==> src/rtl/spi_sl_pkg.sv <==
package spi_sl_pkg;
    typedef enum logic [1:0] {
        LNK_IDLE,
        LNK_FRAME,
        LNK_BITS
    } link_st_t;

    typedef enum logic [1:0] {
        RDY_EMPTY,
        RDY_FRESH,
        RDY_BLIP
    } rdy_st_t;
endpackage

==> src/rtl/spi_sync.sv <==
module spi_sync #(
    parameter int              W       = 3,
    parameter int              STAGES  = 2,
    parameter logic [W-1:0]    RST_VAL = '0
) (
    input  logic         clk,
    input  logic         rst_n,
    input  logic [W-1:0] d,
    output logic [W-1:0] q
);
    generate
        for (genvar g = 0; g < STAGES; g++) begin : g_stage
            logic [W-1:0] r;
            if (g == 0) begin : g_first
                always_ff @(posedge clk or negedge rst_n) begin
                    if (!rst_n) r <= RST_VAL;
                    else        r <= d;
                end
            end else begin : g_next
                always_ff @(posedge clk or negedge rst_n) begin
                    if (!rst_n) r <= RST_VAL;
                    else        r <= g_stage[g-1].r;
                end
            end
        end
    endgenerate

    assign q = g_stage[STAGES-1].r;
endmodule

==> src/rtl/spi_tmo.sv <==
module spi_tmo #(
    parameter int LONG  = 4096,
    parameter int SHORT = 256
) (
    input  logic clk,
    input  logic rst_n,
    input  logic arm,
    input  logic edge_seen,
    input  logic short_sel,
    output logic hit
);
    localparam int CW = $clog2(LONG + 1);

    logic [CW-1:0] quiet_cnt;
    logic [CW-1:0] lim;

    assign lim = short_sel ? CW'(SHORT) : CW'(LONG);

    always_ff @(posedge clk or negedge rst_n) begin
        if (!rst_n)                   quiet_cnt <= '0;
        else if (!arm || edge_seen)   quiet_cnt <= '0;
        else if (quiet_cnt < lim)     quiet_cnt <= quiet_cnt + 1'b1;
    end

    assign hit = arm && !edge_seen && (quiet_cnt == lim - 1'b1);

    // one resync per quiet stretch
    p_tmo_once_r6: assert property (@(posedge clk) disable iff (!rst_n)
        hit |=> !hit);

    // an SCLK edge always restarts the quiet measurement
    p_edge_restarts_r7: assert property (@(posedge clk) disable iff (!rst_n)
        (arm && edge_seen) |=> (quiet_cnt == '0));
endmodule

==> src/rtl/spi_ready.sv <==
module spi_ready
    import spi_sl_pkg::*;
(
    input  logic clk,
    input  logic rst_n,
    input  logic wr_now,
    input  logic new_res,
    input  logic read_done,
    output logic drdy_n
);
    rdy_st_t st, nxt;

    always_ff @(posedge clk or negedge rst_n) begin
        if (!rst_n) st <= RDY_EMPTY;
        else        st <= nxt;
    end

    always_comb begin
        nxt = st;
        unique case (st)
            RDY_EMPTY: if (new_res && !wr_now) nxt = RDY_FRESH;
            RDY_FRESH: begin
                if (new_res)        nxt = RDY_BLIP;
                else if (read_done) nxt = RDY_EMPTY;
            end
            RDY_BLIP:  if (!wr_now) nxt = RDY_FRESH;
            default:   nxt = RDY_EMPTY;
        endcase
    end

    always_comb drdy_n = (st != RDY_FRESH);

    // buffer write never coincides with ready falling
    p_data_lead_r9: assert property (@(posedge clk) disable iff (!rst_n)
        (wr_now && drdy_n) |=> drdy_n);

    // unread data replaced: ready re-pulses high
    p_repulse_r11: assert property (@(posedge clk) disable iff (!rst_n)
        (!drdy_n && new_res) |=> drdy_n);

    // collision: new result beats the read
    p_new_wins_r12: assert property (@(posedge clk) disable iff (!rst_n)
        (!drdy_n && new_res && read_done) |=> (drdy_n && (st == RDY_BLIP)));

    // read of first byte releases ready
    p_read_release_r10: assert property (@(posedge clk) disable iff (!rst_n)
        (!drdy_n && read_done && !new_res) |=> drdy_n);
endmodule

==> src/rtl/spi_conv_slave.sv <==
module spi_conv_slave
    import spi_sl_pkg::*;
#(
    parameter int NBYTES      = 3,
    parameter int TMO_LONG    = 4096,
    parameter int TMO_SHORT   = 256,
    parameter int SYNC_STAGES = 2
) (
    input  logic                  clk,
    input  logic                  rst_n,
    input  logic                  sclk,
    input  logic                  cs_n,
    input  logic                  din,
    input  logic                  tmo_short,
    input  logic                  res_valid,
    input  logic [NBYTES*8-1:0]   res_data,
    output logic                  dout,
    output logic                  dout_oe,
    output logic                  drdy_n,
    output logic [7:0]            cmd_byte,
    output logic                  cmd_valid
);
    localparam int NBITS = NBYTES * 8;
    localparam int IDX_W = (NBYTES > 1) ? $clog2(NBYTES) : 1;
    localparam int PW    = $clog2(NBITS);

    logic sclk_s, cs_s, din_s, sclk_d;
    logic sel, in_frame, sclk_rise, sclk_fall, tmo_hit, byte_end, read_done;
    logic [2:0]        bit_cnt, tx_pos;
    logic [IDX_W-1:0]  byte_idx, tx_bidx;
    logic [7:0]        rx_sh;
    logic [NBITS-1:0]  rbuf;
    logic              res_d;
    logic [PW-1:0]     bpos;
    link_st_t          lnk_st, lnk_nxt;

    spi_sync #(
        .W       (3),
        .STAGES  (SYNC_STAGES),
        .RST_VAL (3'b010)
    ) u_sync (
        .clk   (clk),
        .rst_n (rst_n),
        .d     ({sclk, cs_n, din}),
        .q     ({sclk_s, cs_s, din_s})
    );

    always_ff @(posedge clk or negedge rst_n) begin
        if (!rst_n) sclk_d <= 1'b0;
        else        sclk_d <= sclk_s;
    end

    assign sel       = !cs_s;
    assign in_frame  = sel && (lnk_st != LNK_IDLE);
    assign sclk_rise = in_frame &&  sclk_s && !sclk_d;
    assign sclk_fall = in_frame && !sclk_s &&  sclk_d;
    assign byte_end  = sclk_rise && (bit_cnt == 3'd7);
    assign read_done = byte_end && (byte_idx == '0);

    spi_tmo #(
        .LONG  (TMO_LONG),
        .SHORT (TMO_SHORT)
    ) u_tmo (
        .clk       (clk),
        .rst_n     (rst_n),
        .arm       (sel),
        .edge_seen (sclk_s ^ sclk_d),
        .short_sel (tmo_short),
        .hit       (tmo_hit)
    );

    spi_ready u_ready (
        .clk       (clk),
        .rst_n     (rst_n),
        .wr_now    (res_valid),
        .new_res   (res_d),
        .read_done (read_done),
        .drdy_n    (drdy_n)
    );

    // link state register
    always_ff @(posedge clk or negedge rst_n) begin
        if (!rst_n) lnk_st <= LNK_IDLE;
        else        lnk_st <= lnk_nxt;
    end

    always_comb begin
        lnk_nxt = lnk_st;
        unique case (lnk_st)
            LNK_IDLE:  if (sel) lnk_nxt = LNK_FRAME;
            LNK_FRAME: begin
                if (!sel)           lnk_nxt = LNK_IDLE;
                else if (sclk_rise) lnk_nxt = LNK_BITS;
            end
            LNK_BITS: begin
                if (!sel)                     lnk_nxt = LNK_IDLE;
                else if (tmo_hit || byte_end) lnk_nxt = LNK_FRAME;
            end
            default: lnk_nxt = LNK_IDLE;
        endcase
    end

    // shift, framing and output registers
    always_ff @(posedge clk or negedge rst_n) begin
        if (!rst_n) begin
            bit_cnt   <= '0;
            byte_idx  <= '0;
            tx_pos    <= '0;
            tx_bidx   <= '0;
            rx_sh     <= '0;
            cmd_byte  <= '0;
            cmd_valid <= 1'b0;
            dout_oe   <= 1'b0;
            rbuf      <= '0;
            res_d     <= 1'b0;
        end else begin
            cmd_valid <= byte_end;
            dout_oe   <= sel;
            res_d     <= res_valid;
            if (res_valid) rbuf <= res_data;
            if (!in_frame || tmo_hit) begin
                bit_cnt  <= '0;
                byte_idx <= '0;
                tx_pos   <= '0;
                tx_bidx  <= '0;
            end else begin
                if (sclk_rise) begin
                    rx_sh   <= {rx_sh[6:0], din_s};
                    bit_cnt <= bit_cnt + 1'b1;
                    if (bit_cnt == 3'd7) begin
                        cmd_byte <= {rx_sh[6:0], din_s};
                        byte_idx <= (byte_idx == IDX_W'(NBYTES - 1)) ? '0
                                                                     : byte_idx + 1'b1;
                    end
                end
                if (sclk_fall) begin
                    tx_pos  <= bit_cnt;
                    tx_bidx <= byte_idx;
                end
            end
        end
    end

    always_comb bpos = PW'(NBITS - 1) - PW'({tx_bidx, 3'b000}) - PW'(tx_pos);
    assign dout = dout_oe & rbuf[bpos];

    // select released: driver disabled one cycle later
    p_oe_release_r4: assert property (@(posedge clk) disable iff (!rst_n)
        $past(cs_s) |-> !dout_oe);

    // byte strobe is a single cycle
    p_byte_strobe_r2: assert property (@(posedge clk) disable iff (!rst_n)
        cmd_valid |=> !cmd_valid);

    // timeout lands on a byte boundary
    p_tmo_resync_r6: assert property (@(posedge clk) disable iff (!rst_n)
        tmo_hit |=> (bit_cnt == 3'd0 && byte_idx == '0 && lnk_st != LNK_BITS));

    // boundary state agrees with the bit counter
    p_frame_boundary_r5: assert property (@(posedge clk) disable iff (!rst_n)
        (lnk_st == LNK_FRAME) |-> (bit_cnt == 3'd0));

    // output bit moves only after a falling edge, a new result or a resync
    p_dout_on_fall_r3: assert property (@(posedge clk) disable iff (!rst_n)
        (dout_oe && $past(sel) && $past(in_frame) && !$past(sclk_fall)
         && !$past(res_valid) && !$past(tmo_hit)) |-> $stable(dout));
endmodule

==> config.mk <==
export PLATFORM = sky130hd
export DESIGN_NAME = spi_conv_slave
export DESIGN_NICKNAME = d
export VERILOG_FILES = /design/src/rtl/spi_sl_pkg.sv /design/src/rtl/spi_sync.sv /design/src/rtl/spi_tmo.sv /design/src/rtl/spi_ready.sv /design/src/rtl/spi_conv_slave.sv
export SDC_FILE = /design/constraint.sdc
export NUM_CORES = 1
export LEC_CHECK = 0
export BUFFER_PORTS_ARGS = -buffer_cell sky130_fd_sc_hd__buf_2
export CAP_MARGIN = 10
export CORE_ASPECT_RATIO = 0.7
export CORE_MARGIN = 5
export CORE_UTILIZATION = 64
export CTS_BUF_LIST = sky130_fd_sc_hd__clkbuf_4
export CTS_CLUSTER_DIAMETER = 150
export CTS_CLUSTER_SIZE = 16
export DETAILED_ROUTE_END_ITERATION = 6
export GPL_ROUTABILITY_DRIVEN = 0
export PLACE_DENSITY = 0.89
export SLEW_MARGIN = 0
export SYNTH_ARGS = -nofsm -noshare
export SYNTH_HDL_FRONTEND = slang
export SYNTH_HIERARCHICAL = 1
export SYNTH_SLANG_ARGS = --single-unit
export TNS_END_PERCENT = 5
==> constraint.sdc <==
create_clock -name clk -period 6.7 [get_ports clk]
set_input_delay 0.335 -clock clk [delete_from_list [all_inputs] [get_ports clk]]
set_output_delay 0.335 -clock clk [all_outputs]
set_load 0.01 [all_outputs]
# Yosys cells after proc, flatten, opt, wreduce, memory -nomap -nowiden
# Index checks and enable logic that the tools add are counted.
[word_totals]
word_cells = 99
reg_bits = 76
output_inout_bits = 12
in_bits = 31
[op_classes]
addsub = 6
bitwise_logic = 3
reduce_logical = 32
magnitude_cmp = 2
n_mux = 26
eq_ne = 14
[ops]
columns = ["operator", "count"]
rows = [
  ["$mux W13", 3],
  ["$mux W2", 15],
  ["$add A13 B1 Y13 const B", 1],
  ["$eq A13 B13 Y1", 1],
  ["$lt A13 B13 Y1", 1],
  ["$sub A13 B1 Y13 const B", 1],
  ["$mux W3", 4],
  ["$pmux W2 S3", 2],
  ["$logic_and A1 B1 Y1", 10],
  ["$reduce_bool A2 Y1", 5],
  ["$reduce_and A3 Y1", 3],
  ["$eq A2 B2 Y1 const B", 3],
  ["$logic_not A1 Y1", 6],
  ["$logic_not A2 Y1", 3],
  ["$lt A5 B6 Y1 const B", 1],
  ["$ne A3 B2 Y1 const B", 2],
  ["$bmux W1 S5", 1],
  ["$sub A5 B3 Y5", 1],
  ["$sub A5 B5 Y5 const A", 1],
  ["$eq A2 B1 Y1 const B", 2],
  ["$ne A2 B1 Y1 const B", 2],
  ["$ne A2 B2 Y1 const B", 2],
  ["$reduce_and A2 Y1", 2],
  ["$add A3 B1 Y3 const B", 1],
  ["8 further kinds", 10],
]

# Logic depth before layout (Yosys ltp)
[depth]
depth_word = 9
depth_mapped = 11
ltp_nobuf = 9

# Cells and area by module
# The synthesis kept the hierarchy.
[by_module_without_submodules]
columns = ["module", "cells_each", "area_per_inst_um2", "n_inst"]
rows = [
  ["spi_conv_slave", 177, 2433.6, 1],
  ["spi_tmo", 85, 775.7, 1],
  ["spi_sync", 6, 152.6, 1],
  ["spi_ready", 9, 93.8, 1],
]

# Worst setup path after synthesis
# OpenSTA, ideal clock, no wires.
[synth_path]
kind = "register to register"
startpoint = "register u_sync.g_stage[1].r[2] (netlist: u_sync/q[2])"
endpoint = "register cmd_byte[0]"
setup_slack_ns = 4.415
synth_period_minus_slack_ns = 2.285
stages_incl_launch_ff = 11
t_arrival_ns = 2.161
cell_sequence = "dfrtp_1 -> nand2b_1 -> clkbuf_1 -> nand2_1 -> nor2b_1 -> buf_1 -> nand3_1 -> nor3_1 -> or3_1 -> nor2_2 -> mux2_2"
[synth_via]
elab_chain_len = 7
elab_cells_between_ends = 9
classes_between = "2 x bitwise; 7 x reduce/logical"
[synth_rtl]
columns = ["item", "line_no", "source"]
rows = [
  ["from (decl)", "spi_sync.sv:13", "logic [W-1:0] r;"],
  ["from (signal assigned)", "spi_sync.sv:22", "else r <= g_stage[g-1].r;"],
  ["$xor A1 B1 Y1", "spi_conv_slave.sv:67", ".edge_seen (sclk_s ^ sclk_d),"],
  ["$logic_not A1 Y1", "spi_tmo.sv:25", "assign hit = arm && !edge_seen && (quiet_cnt == lim - 1'b1);"],
  ["$logic_and A1 B1 Y1 (2 in a row)", "spi_tmo.sv:25", ""],
  ["net tmo_hit", "spi_conv_slave.sv:28", "logic sel, in_frame, sclk_rise, sclk_fall, tmo_hit, byte_end, read_done;"],
  ["$logic_or A1 B1 Y1", "spi_conv_slave.sv:121", "if (!in_frame || tmo_hit) begin"],
  ["$not A1 Y1 (no line)", "--", ""],
  ["$reduce_and A3 Y1 (no line)", "--", ""],
  ["to (signal assigned)", "spi_conv_slave.sv:131", "cmd_byte <= {rx_sh[6:0], din_s};"],
  ["to (decl)", "spi_conv_slave.sv:20", "output logic [7:0] cmd_byte,"],
]
# The timed path passes the listed nets, and every way through them passes these cells.
# A chain may end at the register's enable or synchronous reset.

# Worst setup path in the final report
[layout_path]
startpoint = "register tx_pos[1]"
endpoint = "output dout"
[layout_via]
elab_chain_len = 4
[layout_rtl]
columns = ["item", "line_no", "source"]
rows = [
  ["from (decl)", "spi_conv_slave.sv:29", "logic [2:0] bit_cnt, tx_pos;"],
  ["from (signal assigned)", "spi_conv_slave.sv:137", "tx_pos <= bit_cnt;"],
  ["$sub A5 B3 Y5", "spi_conv_slave.sv:144", "always_comb bpos = PW'(NBITS - 1) - PW'({tx_bidx, 3'b000}) - PW'(tx_pos);"],
  ["$bmux W1 S5", "spi_conv_slave.sv:145", "assign dout = dout_oe & rbuf[bpos];"],
  ["$mux W1 (implied by the code)", "spi_conv_slave.sv:145", ""],
  ["$and A1 B1 Y1", "spi_conv_slave.sv:145", ""],
  ["to (decl)", "spi_conv_slave.sv:17", "output logic dout,"],
]
# Every way passes these cells. The select of a mux whose other input is x is not followed.

==> out/metrics.yaml <==
wl_um: 6006
drc: 0
holdWs_ns: 0.1080
critPathCaptureType: "output port"
cts_tree: "built"
row_count: 22
synthAdderAreaFrac_pct: 2.896
syn_to_final_growth_pct: 11.55
dr.pass1.iters: 4
ys_seq_area_share_pct: 55.10
wl_met1_um: 2894
cp_slowest_cell: "ha_1"
cp.depth: 7
powerDensity_nw_per_um2: 218.1
tightest_slew_ns: 0.9075
track_usage_pct: 18.96
max_stage_delay_ns: 0.50
synth_area_leaders: "dfrtp_1, mux2_2, mux4_2"
synth_mux_area_share_pct: 18.97
synth_top_area_share_pct: 53.58
finalHoldViolCount: 0
p_leak_nw: 1.855
start_util_pct: 66.08
synth_compound_area_share_pct: 6.915
grt_max_degree: 77
synth_fp_nets: 316
ys_ff_latch: 76
clk_latency_ns: 0.42
rsz0062_at_grt: "no"
maxSlewViolCount: 0
boundaryPins: 43
reg2reg_from: "u_sync/q[2]$_DFF_PN0_"
drive_gt1_share_pct: 35.78
wl_met3_um: 331
via_per_inst: 5.506
die-area_um2: 6993
die_w_um: 97.83
wl_met2_um: 2705
outcome: "finished, final reports clean"
first_global_vias: 2173
wl_per_cell_um: 15.05
setup_viol: 0
yosysMostFrequentCell: "dfrtp_1"
synth_xor_area_share_pct: 1.521
crit_type: "reg2out"
final.period_utilization_pct: 43.55
dr.max_layer_used: "met4"
path_delay_family: "compound AO/OA/AOI/OAI gates"
synth_commonest_cells: "dfrtp_1, mux2_2, nor2_1"
grt_first_pass_wirelength_um: 10330
fmax_mhz: 342.7
synth-async-reset-ratio_pct: 100.0
ctsLongestPathBuffers: 2
register_area_um2: 1904
syn_area_um2: 3456
antenna_found_initial: 0
min_period_ns: 2.918
crit_buf_inv: 2
overflow: 0
clk_pin_slew_ns: 0.12
worstPathCellList: "inv_1 > ha_1 > mux4_2 > a21boi_0 > a311oi_1 > o41ai_1 > buf_2"
ys_warn_count: 6
cp-startpoint: "tx_pos[1]$_DFFE_PN0P_"
drt_iter0_markers: 100
multi_input_area_um2: 1463
n_fill_cell: 357
syn_area_per_cell_um2: 12.48
htreeDepth: 3
worstPathRequired_ns: 6.36
synth_top_family_by_area: "multiplexers"
core_area_um2: 5230
cts-buffers-inserted: 9
path_max_fanout: 7
hp-class: "in2async"
vdd_drop_max_mv: 0.1976
yosys.area_share.simple_pct: 12.02
postSynthCellCount: 277
die_h_um: 71.48
port_buffers: 42
synth_cell_types: 47
cts_setup_buffers: 0
cts.sink_count: 76
synth_largest_area_cell: "dfrtp_1"
cts_root_buf: "clkbuf_4"
synth_edf_count: 0
cap_violations: 0
nets: 361
slew_headroom_pct: 39.50
cp_data_arrival_time_ns: 2.58
synth_ff_type: "dfrtp_1"
ff2ff_path_depth: 8
dp_hpwl_um: 4224
postRouteAntennaNets: 0
num_vias: 2197
setup.worst_path.start_class: "register"
finalSetupTns_ns: 0
fin_skew_ns: 0.01300
diodes: 0
logic make-up (layout without fill, tap and decap cells):
logic type,after synthesis,after routing
AOI/OAI and AO/OA,36,36
xor gates and xnor gates,6,6
adders and majority gates,8,8
buffers and inverters,21,71
DFF,76,76
muxes,53,53
and+or+nand+nor,77,77
cell type report:
| cell class | instances | share of cell area (%) |
|---|---|---|
| Sequential cell | 76 | 49.40 |
| Multi-Input combinational cell | 180 | 37.94 |
| Timing Repair Buffer | 46 | 6.426 |
| Tap cell | 72 | 2.337 |
| Clock buffer | 10 | 1.947 |
| Clock inverter | 6 | 1.071 |
| Inverter | 9 | 0.8763 |
path summary, 6_finish.rpt:
check                                                  to  slack [ns]
setup / recovery                                     dout        3.78
hold / removal                    cmd_byte[4]$_DFFE_PN0P_        0.11
setup reg to reg                  cmd_byte[7]$_DFFE_PN0P_        3.96
hold reg to reg                     u_sync/q[2]$_DFF_PN0_        0.36
max in group asynchronous  u_tmo/quiet_cnt[9]$_DFFE_PN0P_        6.00
min in group clk                     rbuf[10]$_DFFE_PN0P_        0.13
stage by stage:
step                      util [%]  total power, mW  cells  cell area, um2  worst slack (ns)
after global routing         73.71           0.8858    399            3855             3.594
after detailed placement     70.91           0.6140    380            3709             3.961
after CTS                    73.71           0.8509    399            3855             3.741
final                        73.71           0.8408    399            3855             3.782
after floorplan                  -           0.5772    277            3456             4.415
after global placement       70.91           0.6068    380            3709             4.152
sequential cells by signal (all words and copies together) (netlist names):
name,count
rbuf,24
u_tmo/quiet_cnt,13
cmd_byte,8
rx_sh,7
bit_cnt,3
tx_pos,3
u_sync/g_stage.r,3
u_sync/q,3
byte_idx,2
lnk_st,2
tx_bidx,2
u_ready/st,2
cmd_valid,1
dout_oe,1
res_d,1
sclk_d,1
metal layers:
layer	vias up	global-route usage [%]
met3	8	7.101
met4	0	6.605
li1	1083	-
met5	-	0
met2	49	27.98
met1	1057	26.08
power by group:
| group | switching, mW | internal, mW | total (mW) |
|---|---|---|---|
| Combinational | 0.0403 | 0.0480 | 0.0883 |
| Sequential | 0.0235 | 0.493 | 0.517 |
| Clock | 0.155 | 0.0803 | 0.235 |
worst register-to-register path: cells and delay by family, from the launching register on:
family,cells,cell delay [ns]
muxes,1,0.32
and+or+nand+nor,7,1.93
DFF,1,0.40
cell usage in the layout (no fill, tap or decap), drive strengths merged, types with 4 or more instances in the layout:
cell	instances
dfrtp	74
buf	43
mux2	40
nor2	24
nand2	18
a21oi	16
clkbuf	10
inv	9
ha	8
mux2i	7
xnor2	6
mux4	6
nand3	6
clkinv	6
nand2b	4
nand3b	4
or3	4
repair_timing:
action,in CTS,in global routing
hold buffers,3,0
gates resized for setup,0,0
setup endpoints to repair,0,0
hold endpoints to repair,3,0
Power figures use the tool's default switching activity.
